==> config.mk <==
export PLATFORM = sky130hd
export DESIGN_NAME = prio_irq_ctrl
export DESIGN_NICKNAME = d
export VERILOG_FILES = /design/src/rtl/prio_irq_pkg.sv /design/src/rtl/irq_src_regs.sv /design/src/rtl/irq_arbiter.sv /design/src/rtl/irq_vector_gen.sv /design/src/rtl/prio_irq_ctrl.sv
export SDC_FILE = /design/constraint.sdc
export NUM_CORES = 1
export LEC_CHECK = 0
export BUFFER_PORTS_ARGS = -buffer_cell sky130_fd_sc_hd__buf_4
export CAP_MARGIN = 20
export CORE_ASPECT_RATIO = 1.1
export CORE_MARGIN = 1
export CORE_UTILIZATION = 51
export DETAILED_ROUTE_END_ITERATION = 10
export HOLD_SLACK_MARGIN = 0.1
export MAX_ROUTING_LAYER = met4
export PLACE_DENSITY = 0.79
export SLEW_MARGIN = 20
export SYNTH_ARGS = -nofsm -noshare
export SYNTH_HDL_FRONTEND = slang
export SYNTH_SLANG_ARGS = --single-unit
==> constraint.sdc <==
create_clock -name clk -period 69.3 [get_ports clk]
set_input_delay 6.93 -clock clk [delete_from_list [all_inputs] [get_ports clk]]
set_output_delay 6.93 -clock clk [all_outputs]
set_load 0.05 [all_outputs]
==> src/rtl/prio_irq_pkg.sv <==
package prio_irq_pkg;
  localparam int unsigned CTL_W     = 8;
  localparam int unsigned VEC_W     = 8;
  localparam int unsigned LVL_W     = 3;
  localparam int unsigned AUTO_BIT  = 7;
  localparam int unsigned AUTO_BASE = 24;

  typedef logic [CTL_W-1:0] ctl_t;
  typedef logic [VEC_W-1:0] vec_t;
  typedef logic [LVL_W-1:0] lvl_t;
endpackage

==> src/rtl/irq_src_regs.sv <==
module irq_src_regs
  import prio_irq_pkg::*;
#(
  parameter int NSRC  = 13,
  parameter int SRC_W = 4
) (
  input  logic                  clk,
  input  logic                  rst_n,
  input  logic [NSRC-1:0]       irq_req,
  input  logic                  mask_we,
  input  logic [NSRC-1:0]       mask_wdata,
  input  logic                  ctl_we,
  input  logic [SRC_W-1:0]      ctl_idx,
  input  ctl_t                  ctl_wdata,
  input  logic                  vec_we,
  input  logic [SRC_W-1:0]      vec_idx,
  input  vec_t                  vec_wdata,
  output logic [NSRC-1:0]       pend_q,
  output logic [NSRC-1:0]       mask_q,
  output ctl_t [NSRC-1:0]       ctl_q,
  output vec_t [NSRC-1:0]       vec_q
);
  always_ff @(posedge clk or negedge rst_n) begin
    if (!rst_n) begin
      pend_q <= '0;
      mask_q <= '1;
    end else begin
      pend_q <= irq_req;
      if (mask_we) mask_q <= mask_wdata;
    end
  end

  for (genvar i = 0; i < NSRC; i++) begin : g_src
    always_ff @(posedge clk or negedge rst_n) begin
      if (!rst_n) begin
        ctl_q[i] <= '0;
        vec_q[i] <= '0;
      end else begin
        if (ctl_we && ctl_idx == SRC_W'(i + 1)) ctl_q[i] <= ctl_wdata;
        if (vec_we && vec_idx == SRC_W'(i + 1)) vec_q[i] <= vec_wdata;
      end
    end
  end

  // Pending register tracks the request lines one edge later.
  assert_pend_follow_R1: assert property (@(posedge clk) disable iff (!rst_n)
    1'b1 |=> pend_q == $past(irq_req));
  // A dropped mask write leaves the mask untouched.
  assert_mask_hold_R10: assert property (@(posedge clk) disable iff (!rst_n)
    !mask_we |=> $stable(mask_q));
endmodule

==> src/rtl/irq_arbiter.sv <==
module irq_arbiter
  import prio_irq_pkg::*;
#(
  parameter int NSRC   = 13,
  parameter int SRC_W  = 4,
  parameter int PRIO_W = 5
) (
  input  logic              clk,
  input  logic              rst_n,
  input  logic [NSRC-1:0]   active,
  input  ctl_t [NSRC-1:0]   ctl,
  output logic [SRC_W-1:0]  win_src,
  output logic [PRIO_W-1:0] win_prio
);
  always_comb begin
    win_src  = '0;
    win_prio = '0;
    for (int i = 0; i < NSRC; i++) begin
      if (active[i] && ctl[i][PRIO_W-1:0] > win_prio) begin
        win_prio = ctl[i][PRIO_W-1:0];
        win_src  = SRC_W'(i + 1);
      end
    end
  end

  for (genvar i = 0; i < NSRC; i++) begin : g_chk
    // No active source outranks the winner.
    assert_no_higher_R3: assert property (@(posedge clk) disable iff (!rst_n)
      active[i] |-> ctl[i][PRIO_W-1:0] <= win_prio);
    // A lower-numbered active source never ties with the winner.
    assert_tie_low_R4: assert property (@(posedge clk) disable iff (!rst_n)
      (active[i] && win_src > SRC_W'(i + 1)) |-> ctl[i][PRIO_W-1:0] < win_prio);
  end
endmodule

==> src/rtl/irq_vector_gen.sv <==
module irq_vector_gen
  import prio_irq_pkg::*;
#(
  parameter int NSRC   = 13,
  parameter int SRC_W  = 4,
  parameter int PRIO_W = 5
) (
  input  logic             clk,
  input  logic             rst_n,
  input  logic [SRC_W-1:0] win_src,
  input  ctl_t [NSRC-1:0]  ctl,
  input  vec_t [NSRC-1:0]  vec,
  output lvl_t             level,
  output vec_t             vector
);
  ctl_t sel_ctl;
  vec_t sel_vec;

  always_comb begin
    sel_ctl = '0;
    sel_vec = '0;
    for (int i = 0; i < NSRC; i++) begin
      if (win_src == SRC_W'(i + 1)) begin
        sel_ctl = ctl[i];
        sel_vec = vec[i];
      end
    end
  end

  always_comb begin
    level  = sel_ctl[PRIO_W-1 -: LVL_W];
    if (win_src == '0)            vector = '0;
    else if (sel_ctl[AUTO_BIT])   vector = vec_t'(AUTO_BASE) + vec_t'(level);
    else                          vector = sel_vec;
  end

  assert_idle_zero_R8: assert property (@(posedge clk) disable iff (!rst_n)
    win_src == '0 |-> (level == '0 && vector == '0));
  assert_auto_range_R6: assert property (@(posedge clk) disable iff (!rst_n)
    (win_src != '0 && sel_ctl[AUTO_BIT]) |-> (vector >= vec_t'(AUTO_BASE) && vector <= vec_t'(AUTO_BASE + 7)));
endmodule

==> src/rtl/prio_irq_ctrl.sv <==
module prio_irq_ctrl
  import prio_irq_pkg::*;
#(
  parameter int NSRC   = 13,
  parameter int PRIO_W = 5,
  parameter int SRC_W  = $clog2(NSRC + 1)
) (
  input  logic             clk,
  input  logic             rst_n,
  input  logic [NSRC-1:0]  irq_req,
  input  logic             mask_we,
  input  logic [NSRC-1:0]  mask_wdata,
  input  logic             ctl_we,
  input  logic [SRC_W-1:0] ctl_idx,
  input  logic [7:0]       ctl_wdata,
  input  logic             vec_we,
  input  logic [SRC_W-1:0] vec_idx,
  input  logic [7:0]       vec_wdata,
  output logic [NSRC-1:0]  pend_o,
  output logic [SRC_W-1:0] irq_src,
  output logic [2:0]       irq_level,
  output logic [7:0]       irq_vector
);
  logic [NSRC-1:0]   pend_q, mask_q, active;
  ctl_t [NSRC-1:0]   ctl_q;
  vec_t [NSRC-1:0]   vec_q;
  logic [PRIO_W-1:0] win_prio;

  irq_src_regs #(.NSRC(NSRC), .SRC_W(SRC_W)) u_regs (
    .clk, .rst_n, .irq_req,
    .mask_we, .mask_wdata,
    .ctl_we, .ctl_idx, .ctl_wdata,
    .vec_we, .vec_idx, .vec_wdata,
    .pend_q, .mask_q, .ctl_q, .vec_q
  );

  assign active = pend_q & ~mask_q;
  assign pend_o = pend_q;

  irq_arbiter #(.NSRC(NSRC), .SRC_W(SRC_W), .PRIO_W(PRIO_W)) u_arb (
    .clk, .rst_n, .active, .ctl(ctl_q),
    .win_src(irq_src), .win_prio
  );

  irq_vector_gen #(.NSRC(NSRC), .SRC_W(SRC_W), .PRIO_W(PRIO_W)) u_vec (
    .clk, .rst_n, .win_src(irq_src), .ctl(ctl_q), .vec(vec_q),
    .level(irq_level), .vector(irq_vector)
  );

  // Any winner is an unmasked pending source.
  assert_win_unmasked_R2: assert property (@(posedge clk) disable iff (!rst_n)
    irq_src != '0 |-> (active[irq_src - 1'b1] && win_prio != '0));
  // A non-zero level needs a winner.
  assert_level_src_R5: assert property (@(posedge clk) disable iff (!rst_n)
    irq_level != '0 |-> irq_src != '0);
endmodule

# Yosys cells after proc, flatten, opt, wreduce, memory -nomap -nowiden
# Index checks and enable logic that the tools add are counted.
[word_totals]
register_bits = 234
in_bits = 55
output_inout_bits = 28
[classes]
addsub = 1
magnitude_cmp = 13
eq_ne = 39
n_mux = 53
n_bitwise = 2
n_reduce_logical = 40
[ops]
columns = ["operator", "count"]
rows = [
  ["$mux 8", 28],
  ["$eq 4x4->1 const B", 18],
  ["$gt 5x5->1", 12],
  ["$mux 5", 12],
  ["$eq 4x3->1 const B", 12],
  ["$logic_and 1x1->1", 39],
  ["$eq 4x2->1 const B", 6],
  ["$mux 4", 6],
  ["$and 13x13->13", 1],
  ["$not 13->13", 1],
  ["$eq 4x1->1 const B", 3],
  ["$mux 3", 4],
  ["$add 5x3->6 const A", 1],
  ["$gt 5x1->1 const B", 1],
  ["$logic_not 4->1", 1],
  ["$mux 2", 2],
  ["$mux 1", 1],
]

# Depth between registers and ports, before layout
[depth]
word_depth = 57
ltp_mapped = 131
ltp_nobuf = 119

# Modules after synthesis
# Synthesis repeated with hierarchy kept, for this count alone.
[hier_totals]
hier_cells = 1245
area_unflattened_um2 = 13928.4
[modules_own_cells]
columns = ["module", "n_inst", "cells_each", "area_each_um2"]
rows = [
  ["irq_src_regs", 1, 521, 8755.9],
  ["irq_arbiter", 1, 441, 3173.0],
  ["irq_vector_gen", 1, 270, 1820.5],
  ["prio_irq_ctrl", 1, 13, 178.9],
]

# Worst setup path after synthesis
# OpenSTA, ideal clock, no wires.
[synth_path]
path_type = "flip-flop to output port"
from = "reg u_regs.pend_q[0]"
to = "out irq_vector[1]"
arrival_ps = 23525
t_required_ps = 62370
path_slack_ps = 38845
stages_incl_launch_ff = 117
path_buffers = 12
path_cell_list = "dfrtp_1 nor2b_1 nand2_1 ha_1 nand4_1 o221ai_1 and2_1 clkbuf_1 nand2_1 o21ai_0 inv_1 ha_1 and3_4 a311o_1 a21o_1 mux2i_1 ha_1 o21ai_0 [81 not listed] ha_1 nor2b_1 o21a_1 o21a_1 o21ai_0 nand2b_1 nand4b_1 nand2_1 clkbuf_1 nor3_1 nand2_1 nor2_1 a222oi_1 a31oi_1 a21oi_1 a211o_1 nand3_1 a2bb2oi_1"
[synth_via]
elab_chain_cells = 56
word_cells_on_any_way = 94
[synth_lines]
columns = ["item", "line_no", "rtl"]
rows = [
  ["start, declared", "irq_src_regs.sv:18", "output logic [NSRC-1:0] pend_q,"],
  ["start signal, assigned", "irq_src_regs.sv:28", "pend_q <= irq_req;"],
  ["$and 13x13->13 (*)", "prio_irq_ctrl.sv:37", "assign active = pend_q & ~mask_q;"],
  ["$logic_and 1x1->1 (*)", "irq_arbiter.sv:19", "if (active[i] && ctl[i][PRIO_W-1:0] > win_prio) begin"],
  ["$mux 5", "irq_arbiter.sv:19", ""],
  ["$gt 5x5->1", "irq_arbiter.sv:19", ""],
  ["$logic_and 1x1->1", "irq_arbiter.sv:19", ""],
  ["$mux 5", "irq_arbiter.sv:19", ""],
  ["$gt 5x5->1", "irq_arbiter.sv:19", ""],
  ["$logic_and 1x1->1", "irq_arbiter.sv:19", ""],
  ["[30 not listed]", "-", ""],
  ["$mux 4 (*)", "irq_arbiter.sv:19", ""],
  ["$eq 4x1->1", "irq_vector_gen.sv:23", "if (win_src == SRC_W'(i + 1)) begin"],
  ["$mux 8 (12 in a row)", "irq_vector_gen.sv:23", ""],
  ["$mux 8 (*)", "irq_vector_gen.sv:23", ""],
  ["named net irq_level[1]", "prio_irq_ctrl.sv:21", "output logic [2:0] irq_level,"],
  ["$add 5x3->6 (*)", "irq_vector_gen.sv:33", "else if (sel_ctl[AUTO_BIT]) vector = vec_t'(AUTO_BASE) + vec_t'(level);"],
  ["$mux 8 (*)", "irq_vector_gen.sv:33", ""],
  ["$mux 8 (*)", "irq_vector_gen.sv:32", "if (win_src == '0) vector = '0;"],
  ["end, declared", "prio_irq_ctrl.sv:22", "output logic [7:0] irq_vector"],
]
# Mark *: on every way through the listed nets, which the timed path passes. The rest lies on a longest branch.

# Worst setup path after layout
[layout_path]
from = "reg u_regs.pend_q[0]"
to = "out irq_vector[2]"
[layout_via]
elab_chain_cells = 56
word_cells_on_any_way = 94
[layout_lines]
columns = ["item", "line_no"]
rows = [
  ["$and 13x13->13 (*)", "prio_irq_ctrl.sv:37"],
  ["$logic_and 1x1->1 (*)", "irq_arbiter.sv:19"],
  ["$mux 5", "irq_arbiter.sv:19"],
  ["$gt 5x5->1", "irq_arbiter.sv:19"],
  ["$logic_and 1x1->1", "irq_arbiter.sv:19"],
  ["$mux 5", "irq_arbiter.sv:19"],
  ["$gt 5x5->1", "irq_arbiter.sv:19"],
  ["$logic_and 1x1->1", "irq_arbiter.sv:19"],
  ["[28 not listed]", "-"],
  ["$gt 5x5->1", "irq_arbiter.sv:19"],
  ["$logic_and 1x1->1", "irq_arbiter.sv:19"],
  ["$mux 4 (*)", "irq_arbiter.sv:19"],
  ["$eq 4x1->1", "irq_vector_gen.sv:23"],
  ["$mux 8 (13 in a row)", "irq_vector_gen.sv:23"],
  ["$add 5x3->6", "irq_vector_gen.sv:33"],
  ["$mux 8", "irq_vector_gen.sv:33"],
  ["$mux 8 (*)", "irq_vector_gen.sv:32"],
]
# Every way passes the cells marked *; elsewhere a longest branch is shown, timed or not.

==> impl_metrics.py <==
metrics = {
    "worst_setup_path": {
        "regToRegEndpoint": "u_regs.ctl_q[51]",
        "end_kind": "primary output",
        "r2r_slack_ns": 68.30,
        "worstPathMaxFanout": 51,
        "slowest_stage": "nand4b_1",
        "r2r_cells": 1,
        "critPathTopFamily": "compound AO/OA/AOI/OAI gates",
        "reg2reg_from": "u_regs.ctl_q[51]",
        "critical_path_class": "flip-flop to primary output",
        "path_depth": 106,
        "worstPathRequired_ns": 62.37,
        "worst-path-buf-inv": 10,
        "crit_top_cell": "ha_1",
        "slowest_delay_ns": 0.79,
        "cp_data_arrival_time_ns": 27.37,
        "start_kind": "flip-flop",
    },
    "drt": {
        "drtIter0Drc": 745,
        "detail-route-antenna-nets": 0,
        "via_per_inst": 6.36,
        "num_vias": 10200,
        "drtPass1Iterations": 6,
        "drt-total-wl_um": 33100,
        "drc": 0,
        "wl_per_cell_um": 20.7,
    },
    "yosys": {
        "syn_inst": 1227,
        "synth_area_per_cell_um2": 10.2,
        "ys_types": 89,
        "synth_nets": 1326,
        "seq_area_frac_synth_pct": 41.7,
        "synth_edf_count": 0,
        "yosys_warnings": 0,
        "async_reset_ff_share_pct": 100,
        "syn-cell-area_um2": 12500,
        "synth.ff_latch_count": 208,
        "synth-main-ff-cell": "dfrtp_1",
    },
    "global_route": {
        "antenna_found_initial": 0,
        "grt_pass1_vias": 10100,
        "gr-total-overflow": 0,
        "grt_usage_pct": 27.5,
        "grt_pass1_wl_um": 53100,
        "grt_max_degree": 88,
    },
    "placement": {
        "pre_cts_ws_ns": 36.09,
        "portBuffers": 80,
        "hpwl_um": 23500,
        "place_area_um2": 13300,
        "gp_congestion": 0.926,
    },
    "clock_network": {
        "clock_latency_ns": 0.53,
        "cts_made_buffers": 24,
        "root_buffer": "clkbuf_16",
        "clkTransAtPathRegs_ns": 0.06,
        "cts_setup_buffers": 0,
        "htreeDepth": 1,
        "cts.path.max_buffers": 3,
        "cts_resized": 0,
        "hold_buffers": 0,
        "clock_sinks": 208,
        "cts_tree": "yes",
    },
    "die": {
        "die_h_um": 166,
        "chipWidth_um": 151,
        "row_count": 59,
        "start_util_pct": 52.5,
        "io_pins": 83,
        "dieArea_um2": 25200,
        "coreArea_um2": 23800,
    },
    "final_layout": {
        "antenna_cells": 0,
        "drive_above_1_share_pct": 28.2,
        "fin_nets": 1377,
        "multiInputGateArea_um2": 6800,
        "post-route-cell-area_um2": 14200,
        "seqCellArea_um2": 5220,
        "syn2layout_area_growth_pct": 13.4,
        "fillers": 1974,
    },
    "sta": {
        "finalSetupViolCount": 0,
        "rsz0062_at_grt": "false",
        "finClkSkew_ns": 0,
        "max_freq_mhz": 29.2,
        "period_share_pct": 49.5,
        "finalHoldViolations": 0,
        "layout_min_cycle_time_ns": 34.30,
        "drv_slew": 0,
        "setup_tns_ns": 0,
        "worst_pin_slew_ns": 1.13,
        "holdWs_ns": 0.503,
        "slew_headroom_pct": 24.3,
        "setup_ws_ns": 35.00,
    },
    "run_status": {
        "status": "finished clean",
    },
    "min_path": {
        "min_delay_worst_endpoint": "u_regs.vec_q[84]",
        "hold_path_startpoint": "u_regs.vec_q[84]",
        "min_path_cells": 1,
        "min_path_type": "flip-flop to flip-flop",
    },
    "job": {
        "maxCapViolCount": 0,
    },
}
-- layout make-up --
cell class | count | share of cell area (%)
clock buffer | 27 | 4.45
clock inverter | 17 | 1.88
inverter | 59 | 1.56
multi-input combinational | 896 | 47.9
sequential | 208 | 36.8
tap | 305 | 2.69
timing repair buffer | 89 | 4.76
-- flip-flops by register name (all words and copies together) (netlist names) --
register       flops
u_regs.ctl_q      78
u_regs.pend_q     13
u_regs.vec_q     104
u_regs.mask_q     13
-- cell usage in the layout (no fill, tap or decap), drive strengths merged, types with 13 or more instances in the layout --
cell type and count:
nor3 17, clkbuf 27, and3 17, nor2 85
a21oi 44, nand3 30, dfstp 13, mux2 187
o21a 16, ha 44, dfrtp 195, nand2 106
inv 61, a211oi 13, nand3b 13, and2 15
o21ai 70, buf 89, a221oi 16
-- synth_stat cells, drive strengths merged, types with 10 or more instances --
cell type | count | share of area, %
nand2b | 12 | 0.60
o2111ai | 12 | 0.84
mux2 | 187 | 17
a21o | 10 | 0.60
o21ai | 70 | 2.8
a211oi | 13 | 0.92
dfstp | 13 | 2.7
nand2 | 106 | 3.2
mux2i | 12 | 0.96
and2 | 15 | 0.77
or3 | 12 | 0.60
a31oi | 11 | 0.55
nand3 | 30 | 1.2
buf | 12 | 0.62
nor3 | 17 | 0.68
nor2b | 12 | 0.60
clkbuf | 52 | 1.6
nand3b | 13 | 0.78
a221oi | 16 | 1.3
dfrtp | 195 | 39
ha | 44 | 4.4
inv | 59 | 1.8
o21a | 16 | 0.96
and3 | 17 | 0.89
nor2 | 85 | 2.6
a21oi | 44 | 2.0
-- worst max-delay path by stage --
stage,start,endpoint,slack [ns]
global placement,u_regs.pend_q[0],irq_vector[7],36.71
detailed placement,u_regs.pend_q[0],irq_vector[7],36.09
finish,u_regs.pend_q[0],irq_vector[2],35.00
CTS,u_regs.pend_q[0],irq_vector[7],35.35
floorplan,u_regs.pend_q[0],irq_vector[1],38.85
global route,u_regs.pend_q[0],irq_vector[7],33.08
-- logic make-up after synthesis --
kind of cell	count (synthesis)	share of synthesized area [%]
XOR/XNOR	6	0.420
flip-flops	208	41.7
multiplexers	199	17.8
adder cells (fa/ha/maj)	44	4.40
AND/OR/NAND/NOR	357	14.5
buffers and inverters	123	3.96
AO/OA/AOI/OAI	290	17.3
-- per-layer routing --
metal / vias up / track usage (%) / share of wire (%)
li1: 4627 / - / -
met1: 5069 / 35.3 / 42
met2: 397 / 44.7 / 49
met3: 92 / 3.41 / 6.7
met4: 0 / 9.17 / 2.9
met5: - / - / 0
-- through the flow --
step	util, %	cells
2_1_floorplan	-	1227
3_3_place_gp	55.8	1557
3_5_place_dp	55.8	1557
4_1_cts	59.6	1601
5_1_grt	59.6	1601
6_report	59.6	1601
Power is left out: the tool's default activity adds up to more than one toggle a clock period on the data nets, which glitch-free logic cannot reach.
